$ cat src/rtl/i2c_fifo_slave.sv
module i2c_fifo_slave #(
  parameter int SYNC = 2
) (
  input  logic       clk,
  input  logic       rst_n,
  input  logic       arm,
  input  logic [6:0] own_addr,
  input  logic [2:0] irq_en,
  input  logic       scl_i,
  input  logic       sda_i,
  output logic       sda_oe,
  output logic [7:0] rx_data,
  output logic       rx_push,
  input  logic       rx_full,
  input  logic [7:0] tx_data,
  input  logic       tx_empty,
  output logic       tx_pop,
  output logic       irq_rx,
  output logic       irq_tx,
  output logic       irq_err
);

  typedef enum logic [3:0] {
    S_IDLE, S_ADDR, S_AACK, S_RX, S_RACK, S_TX, S_TACK, S_TNXT, S_WAIT
  } st_t;

  logic [SYNC-1:0] scl_ff, sda_ff;
  logic scl_s, sda_s, scl_q, sda_q;
  logic scl_rise, scl_fall, start_c, stop_c;
  logic [7:0] nxt;

  st_t        st;
  logic [2:0] cnt;
  logic [7:0] sh;
  logic armed, rd, ph, under, wr_act, rd_act;
  logic p_rx, p_tx, p_err;

  assign scl_s    = scl_ff[SYNC-1];
  assign sda_s    = sda_ff[SYNC-1];
  assign scl_rise = scl_s & ~scl_q;
  assign scl_fall = ~scl_s & scl_q;
  assign start_c  = scl_s & scl_q & sda_q & ~sda_s;
  assign stop_c   = scl_s & scl_q & ~sda_q & sda_s;
  assign nxt      = {sh[6:0], sda_s};

  assign irq_rx  = p_rx  & irq_en[0];
  assign irq_tx  = p_tx  & irq_en[1];
  assign irq_err = p_err & irq_en[2];

  always_ff @(posedge clk or negedge rst_n) begin
    if (!rst_n) begin
      scl_ff <= '1;
      sda_ff <= '1;
      scl_q  <= 1'b1;
      sda_q  <= 1'b1;
    end else begin
      scl_ff <= {scl_ff[SYNC-2:0], scl_i};
      sda_ff <= {sda_ff[SYNC-2:0], sda_i};
      scl_q  <= scl_s;
      sda_q  <= sda_s;
    end
  end

  always_ff @(posedge clk or negedge rst_n) begin
    if (!rst_n) begin
      st      <= S_IDLE;
      cnt     <= '0;
      sh      <= '0;
      armed   <= 1'b0;
      rd      <= 1'b0;
      ph      <= 1'b0;
      under   <= 1'b0;
      wr_act  <= 1'b0;
      rd_act  <= 1'b0;
      sda_oe  <= 1'b0;
      rx_data <= '0;
      rx_push <= 1'b0;
      tx_pop  <= 1'b0;
      p_rx    <= 1'b0;
      p_tx    <= 1'b0;
      p_err   <= 1'b0;
    end else begin
      rx_push <= 1'b0;
      tx_pop  <= 1'b0;
      p_rx    <= 1'b0;
      p_tx    <= 1'b0;
      p_err   <= 1'b0;
      if (arm) armed <= 1'b1;

      if (armed && (start_c || stop_c)) begin
        p_rx   <= wr_act;
        p_tx   <= rd_act;
        wr_act <= 1'b0;
        rd_act <= 1'b0;
        under  <= 1'b0;
        sda_oe <= 1'b0;
        ph     <= 1'b0;
        cnt    <= '0;
        st     <= start_c ? S_ADDR : S_IDLE;
      end else begin
        case (st)
          S_ADDR: if (scl_rise) begin
            sh <= nxt;
            if (cnt == 3'd7) begin
              cnt <= '0;
              ph  <= 1'b0;
              rd  <= nxt[0];
              if (nxt[7:1] != own_addr) st <= S_WAIT;
              else if (nxt[0] && tx_empty) begin
                p_err <= 1'b1;
                st    <= S_WAIT;
              end else st <= S_AACK;
            end else cnt <= cnt + 3'd1;
          end

          S_AACK: if (scl_fall) begin
            if (!ph) begin
              sda_oe <= 1'b1;
              ph     <= 1'b1;
            end else begin
              ph  <= 1'b0;
              cnt <= '0;
              if (rd) begin
                rd_act <= 1'b1;
                st     <= S_TX;
                if (!tx_empty) begin
                  sh     <= tx_data;
                  sda_oe <= ~tx_data[7];
                  tx_pop <= 1'b1;
                end else begin
                  sh     <= 8'hFF;
                  sda_oe <= 1'b0;
                  under  <= 1'b1;
                end
              end else begin
                wr_act <= 1'b1;
                sda_oe <= 1'b0;
                st     <= S_RX;
              end
            end
          end

          S_RX: if (scl_rise) begin
            sh <= nxt;
            if (cnt == 3'd7) begin
              cnt <= '0;
              if (rx_full) begin
                p_rx   <= 1'b1;
                wr_act <= 1'b0;
                st     <= S_WAIT;
              end else begin
                rx_data <= nxt;
                rx_push <= 1'b1;
                ph      <= 1'b0;
                st      <= S_RACK;
              end
            end else cnt <= cnt + 3'd1;
          end

          S_RACK: if (scl_fall) begin
            sda_oe <= ~ph;
            ph     <= ~ph;
            if (ph) st <= S_RX;
          end

          S_TX: begin
            if (scl_rise) begin
              if (cnt == 3'd7) begin
                cnt <= '0;
                ph  <= 1'b0;
                st  <= S_TACK;
              end else cnt <= cnt + 3'd1;
            end
            if (scl_fall) begin
              sh     <= sh << 1;
              sda_oe <= ~sh[6];
            end
          end

          S_TACK: begin
            if (scl_fall && !ph) begin
              sda_oe <= 1'b0;
              ph     <= 1'b1;
            end
            if (scl_rise && ph) begin
              if (sda_s) begin
                p_tx   <= 1'b1;
                rd_act <= 1'b0;
                st     <= S_WAIT;
              end else st <= S_TNXT;
            end
          end

          S_TNXT: if (scl_fall) begin
            cnt <= '0;
            st  <= S_TX;
            if (!tx_empty && !under) begin
              sh     <= tx_data;
              sda_oe <= ~tx_data[7];
              tx_pop <= 1'b1;
            end else begin
              sh     <= 8'hFF;
              sda_oe <= 1'b0;
              under  <= 1'b1;
            end
          end

          default: ;
        endcase
      end
    end
  end

endmodule


$ cat config.mk
export PLATFORM = sky130hd
export DESIGN_NAME = i2c_fifo_slave
export DESIGN_NICKNAME = d
export VERILOG_FILES = /design/src/rtl/i2c_fifo_slave.sv
export SDC_FILE = /design/constraint.sdc
export NUM_CORES = 1
export LEC_CHECK = 0
export ABC_AREA = 1
export BUFFER_PORTS_ARGS = -buffer_cell sky130_fd_sc_hd__buf_2
export CORE_MARGIN = 2
export CORE_UTILIZATION = 30
export DETAILED_ROUTE_END_ITERATION = 10
export PLACE_DENSITY_LB_ADDON = 0.3
export RECOVER_POWER = 100
export SLEW_MARGIN = 20
export SYNTH_ARGS = -nofsm -noshare
export SYNTH_HDL_FRONTEND = slang
export SYNTH_SLANG_ARGS = --single-unit
$ cat constraint.sdc
create_clock -name clk -period 1.8 [get_ports clk]
set_input_delay 0.18 -clock clk [delete_from_list [all_inputs] [get_ports clk]]
set_output_delay 0.18 -clock clk [all_outputs]
set_load 0.02 [all_outputs]
Yosys cells after proc, flatten, opt, wreduce, memory -nomap -nowiden
Cells that the tools add are included.
{ "word_totals": {"mem_bits_rw": 0, "input_bits": 25, "wordCells": 217, "ff_bits": 40, "rom_bits": 0, "mem_count": 0, "output_inout_bits": 14, "latch_bits": 0} }
{ "op_classes": {"magnitude_cmp": 0, "n_mul": 0, "n_shift": 0, "n_div": 0, "addsub": 1, "n_eq_ne": 39, "bitwise": 19, "n_mux": 108, "reduce_logical": 30} }
{ "op_table": {"columns": ["operator", "count"], "rows": [
  ["$mux W4", 17],
  ["$mux W1", 67],
  ["$ne A3 B3 Y1 const B", 21],
  ["$mux W7", 8],
  ["$pmux W4 S7", 1],
  ["$pmux W7 S4", 1],
  ["$mux W3", 7],
  ["$eq A4 B3 Y1 const B", 4],
  ["$reduce_and A7 Y1", 2],
  ["$reduce_and A13 Y1", 1],
  ["$reduce_and A6 Y1", 2],
  ["$reduce_bool A6 Y1", 2],
  ["$and A1 B1 Y1", 10],
  ["$ne A2 B2 Y1 const B", 5],
  ["$pmux W1 S5", 2],
  ["$reduce_and A5 Y1", 2],
  ["$ne A3 B1 Y1 const B", 3],
  ["$not A1 Y1", 9],
  ["$pmux W3 S3", 1],
  ["$reduce_and A9 Y1", 1],
  ["$reduce_bool A3 Y1", 3],
  ["$eq A4 B2 Y1 const B", 2],
  ["$pmux W1 S2", 4],
  ["$reduce_and A8 Y1", 1],
  ["other kinds (13)", 21]
]} }

Depth between registers and ports, before layout
{ "logic_depth": {"word_depth": 7, "ltp_mapped": 13, "ltp_nobuf": 12} }

Worst setup path before layout
No wires, ideal clock.
{ "synth_path": {"kind": "register to register", "from": "register scl_ff[1]", "to": "register st[3]", "path_stages_with_launch": 11, "setup_ns": 0.116, "setup_slack_ns": 0.228, "t_required_ns": 1.684, "synth_period_minus_slack_ns": 1.572, "path_buffers": 1, "t_arrival_ns": 1.456, "path_cell_list": "dfstp_2 -> nand2_1 -> nor2_1 -> nand2_1 -> buf_2 -> nand3_1 -> nand3_1 -> nor2_1 -> nand2_1 -> nand2_1 -> nand2_1"} }
{ "synth_via": {"elab_chain_cells": 7, "word_cells_on_any_way": 26, "classes_between": "eq/ne: 12; mux: 1; bitwise: 8; reduce/logical: 5"} }
{ "synth_rtl": {"columns": ["element", "line", "source"], "rows": [
  ["start, declared", "27", "logic [SYNC-1:0] scl_ff, sda_ff;"],
  ["start signal, assigned", "57", "scl_ff <= {scl_ff[SYNC-2:0], scl_i};"],
  ["$and A1 B1 Y1", "42, 43", null],
  ["$and A1 B1 Y1 (on tied branches) (2 in series)", "42, 43", null],
  ["$logic_or A1 B1 Y1", "90", "if (armed && (start_c || stop_c)) begin"],
  ["$logic_and A1 B1 Y1", "90", null],
  ["$reduce_bool A8 Y1 (no line) or $ne A3 B3 Y1 (tied branches)", null, null],
  ["$reduce_and A13 Y1 (no line)", null, null],
  ["end signal, assigned", "99", "st <= start_c ? S_ADDR : S_IDLE;"],
  ["end, declared", "32", "st_t st;"]
]} }
Several ways; a longest one is shown, not always the timed one.
A chain may end at the register's enable or synchronous reset.

Worst setup path in the final report
{ "layout_path": {"from": "register st[2]", "to": "register sh[5]"} }
{ "layout_via": {"elab_chain_cells": 4, "word_cells_on_any_way": 15, "classes_between": "eq/ne: 11; mux: 1; reduce/logical: 3"} }
{ "layout_rtl": {"columns": ["element", "line", "source"], "rows": [
  ["$eq A4 B2 Y1 or $eq A4 B1 Y1 (tied branches)", "101", "case (st)"],
  ["$reduce_or A2 Y1 (no line)", null, null],
  ["$ne A2 B1 Y1 (no line) or $reduce_bool A4 Y1 (tied branches)", null, null],
  ["$reduce_and A8 Y1 (no line)", null, null],
  ["end signal, assigned", "103", "sh <= nxt;"],
  ["end signal, assigned", "127", "sh <= tx_data;"],
  ["end signal, assigned", "144", "sh <= nxt;"],
  ["end, declared", "34", "logic [7:0] sh;"]
]} }
Several ways; a longest one is shown, not always the timed one.

==> impl_results.md <==
- Outcome: finished, final reports clean
- Number of global-route vias before repair: between 2000 and 2500
- CTS H-tree depth: 2
- Routed vias/inst: 4.84
- Site Rows: 33
- Worst Path Required: just over 2 ns
- CP peak stage delay: 0.47 ns
- Top Layer Used: met4
- Most common cell after layout, fill and taps aside: nand2_1
- Non-Filler Instances: 526
- Min-delay src: arm
- Starting Density: between 30% and 40%
- Fin crit period: 1.70 ns
- Placeable Area: 0.00813 mm²
- Ys Warns: 0
- Max_slew headroom: 55.4%
- Lkg Pwr: 1.60 nW
- Cells on worst reg2reg path: 8
- Initial antenna violation count: 0
- Syn_area_per_cell: ~7.0 µm²
- Cell Pwr Density: ~1100 mW/mm²
- Tcrit/Tclk final: 94.3%
- Die width: 94.9 µm
- Setup tns final: 0 ns
- Total Routing Usage GR: 16.8%
- WL final: between 7000 and 8000 µm
- Max-slew violations: 0
- Reg2reg start: st[2]
- Sequential cell area fraction in the yosys report: 40.7%
- Arrival time of the worst setup path: 1.94 ns
- GPL Wtd Cong: between 0.9 and 1
- Final Hold Fails: 0
- Clock Pin Slew Worst Setup and Hold Paths: 0.10 ns
- First-pass GRT wire length: 11600 µm
- Delay-heaviest family, CP: simple AND/OR/NAND/NOR gates
- Cells after Synth: 352
- Die ar.: approximately 0.009 mm²
- Vert. Die Dim: 94.9 µm
- Bufs on Longest Clock Path: 2
- DRT antenna net count: 0
- Maxcap violations: 0
- # diodes: 0
- Hpwl dp: 5430 µm
- NumNets Final: approximately 450
- Yosys reg bits: 40
- Final setup viols: 0
- WL per Instance: 13.4 µm
- WHS Path Cells: 2
- Fmax: just under 0.6 GHz
- CP Cell Sequence: inv_2, nand2_2, nor2_2, nor3_2, nor3_4, buf_4, nand3_1, nand2_1
- Met2 routed WL: 3120 µm
- Post-DP Area: 0.00297 mm²
- Syn nets: 379
- Hold Crit Class: primary input to register
- Crit Path Category: register to register
- Worst Skew: 0.0137 ns
- Clock insertion delay at the later pin of the skew report: approximately 0.31 ns
- Worst Path Buf+Inv: 2
- Wl on met1: between 3000 and 4000 µm
- TritonCTS clock tree: built
- Clk sinks: 40
- Worst r2r dst: sh[5]
- Gr ovfl total: 0
- Post-synthesis cell type count: 33
- Area Growth Syn to Fin: 26.6%
- Port Buffers: 38
- Crit path max fanout: 5
- Crit path max-delay cell type: dfrtp_1
- DRT Pass-1 Iters: 5
- Startpoint types: register
- Worst-Margin Slew: 0.670 ns
- RSZ-0062 raised after global routing: yes
- TritonCTS buffer count: 5
- Cell Area, Synth: 0.00248 mm²
- Initial detailed-routing violation count: 255
- Critical Path End Type: register
- Largest net degree at the start of global routing: 27
- Post-Layout Inst Area: around 0.0031 mm²
- IO Pins: 39
- Vias: about 2500
- Worst-case vdd ir drop: around 0.43 mV
- Placed cell count: between 500 and 600
- Critical Path Stages: 8
- CTS Root Cell: clkbuf_8
- DR DRC count: 0
- Met3 wire length: 413 µm
- Most frequent cells in the layout: 116 x nand2_1, 33 x nor2_1, 32 x inv_1, 32 x dfrtp_1
- Share of cells above drive strength 1: between 20% and 30%
- Hold EP: armed
- Worst R2R Setup Slack: 0.10 ns
area by class of cell:
| type | instances | area, µm² |
|---|---|---|
| repair buffers | 68 | 423 |
| flip-flops and latches | 40 | 1010 |
| well taps | 105 | 131 |
| clock buffers | 5 | 68.8 |
| clock inverters | 3 | 42.5 |
| fillers | 864 | 4990 |
| inverters | 36 | 135 |
| multi-input cells | 269 | 1330 |
registers in the layout (all words and copies together) (netlist names), 2 cells and up:
name	cells
rx_data	8
sda_ff	2
cnt	3
sh	7
scl_ff	2
st	4
per-layer routing:
metal | global-route usage [%] | vias to the layer above
li1 | - | 1281
met2 | 26.1 | 93
met5 | 0 | -
met3 | 2.55 | 7
met1 | 24.1 | 1163
met4 | 5.07 | 0
how the worst max path moves through the flow:
stage               from     end  slack [ns]
2_1_floorplan  scl_ff[1]   st[3]        0.23
3_3_place_gp       st[0]  tx_pop       -0.13
3_5_place_dp       st[0]  tx_pop       -0.07
4_1_cts        scl_ff[1]   st[2]        0.02
5_1_grt        scl_ff[1]   st[0]       -0.03
6_report           st[2]   sh[5]        0.10
timing repair:
item                                    in CTS  in global routing
pin swaps                                    0                  5
gates cloned                                 0                  0
gates resized for setup                      3                 11
endpoints found under the setup margin       1                 17
hold endpoints to repair                    20                  0
hold buffers                                 3                  0
setup buffers                                0                  1
cells in the mapped netlist, drive strengths merged:
cell	number	share of area, %
o311ai	1	0.35
nand4	5	1.3
ha	2	1.0
nand3b	2	0.61
buf	5	1.4
dfstp	6	6.4
nor2	43	7.3
nor3b	1	0.30
dfrtp	34	34
xnor2	4	1.4
nand2	125	20
o21ai	32	6.6
a21oi	5	1.0
clkbuf	2	0.30
o2111ai	4	1.4
a2111oi	1	0.35
or2	1	0.25
nand3	32	6.7
inv	36	5.4
xor2	1	0.35
o211ai	5	1.5
nor3	5	1.7
report_power, final:
part           internal, mW  switching [mW]  leakage [nW]
logic                 0.558           0.887          1.04
clock network         0.411           0.355        0.0541
registers              1.09           0.199         0.505
kinds of logic (layout without fill, tap and decap cells):
| kind of cell | after synthesis | after routing | synth area share [%] |
|---|---|---|---|
| AOI/OAI and AO/OA | 48 | 48 | 11.3 |
| xor gates and xnor gates | 5 | 5 | 1.77 |
| adders and majority gates | 2 | 2 | 1.01 |
| buffers and inverters | 43 | 112 | 7.11 |
| DFF | 40 | 40 | 40.7 |
| and+or+nand+nor | 214 | 214 | 38.2 |
stage by stage:
step	worst slack (ns)	power, mW	hold WS, ns	util, %
floorplan	0.228	2.22	-0.116	-
global placement	-0.131	2.67	0.232	36.5
detailed placement	-0.0669	2.66	0.235	36.5
CTS	0.0217	3.44	0.0551	38.3
global route	-0.0336	3.74	0.0655	38.6
finish	0.102	3.50	0.0637	38.6
Note: power is estimated with default switching activity, not from simulation.
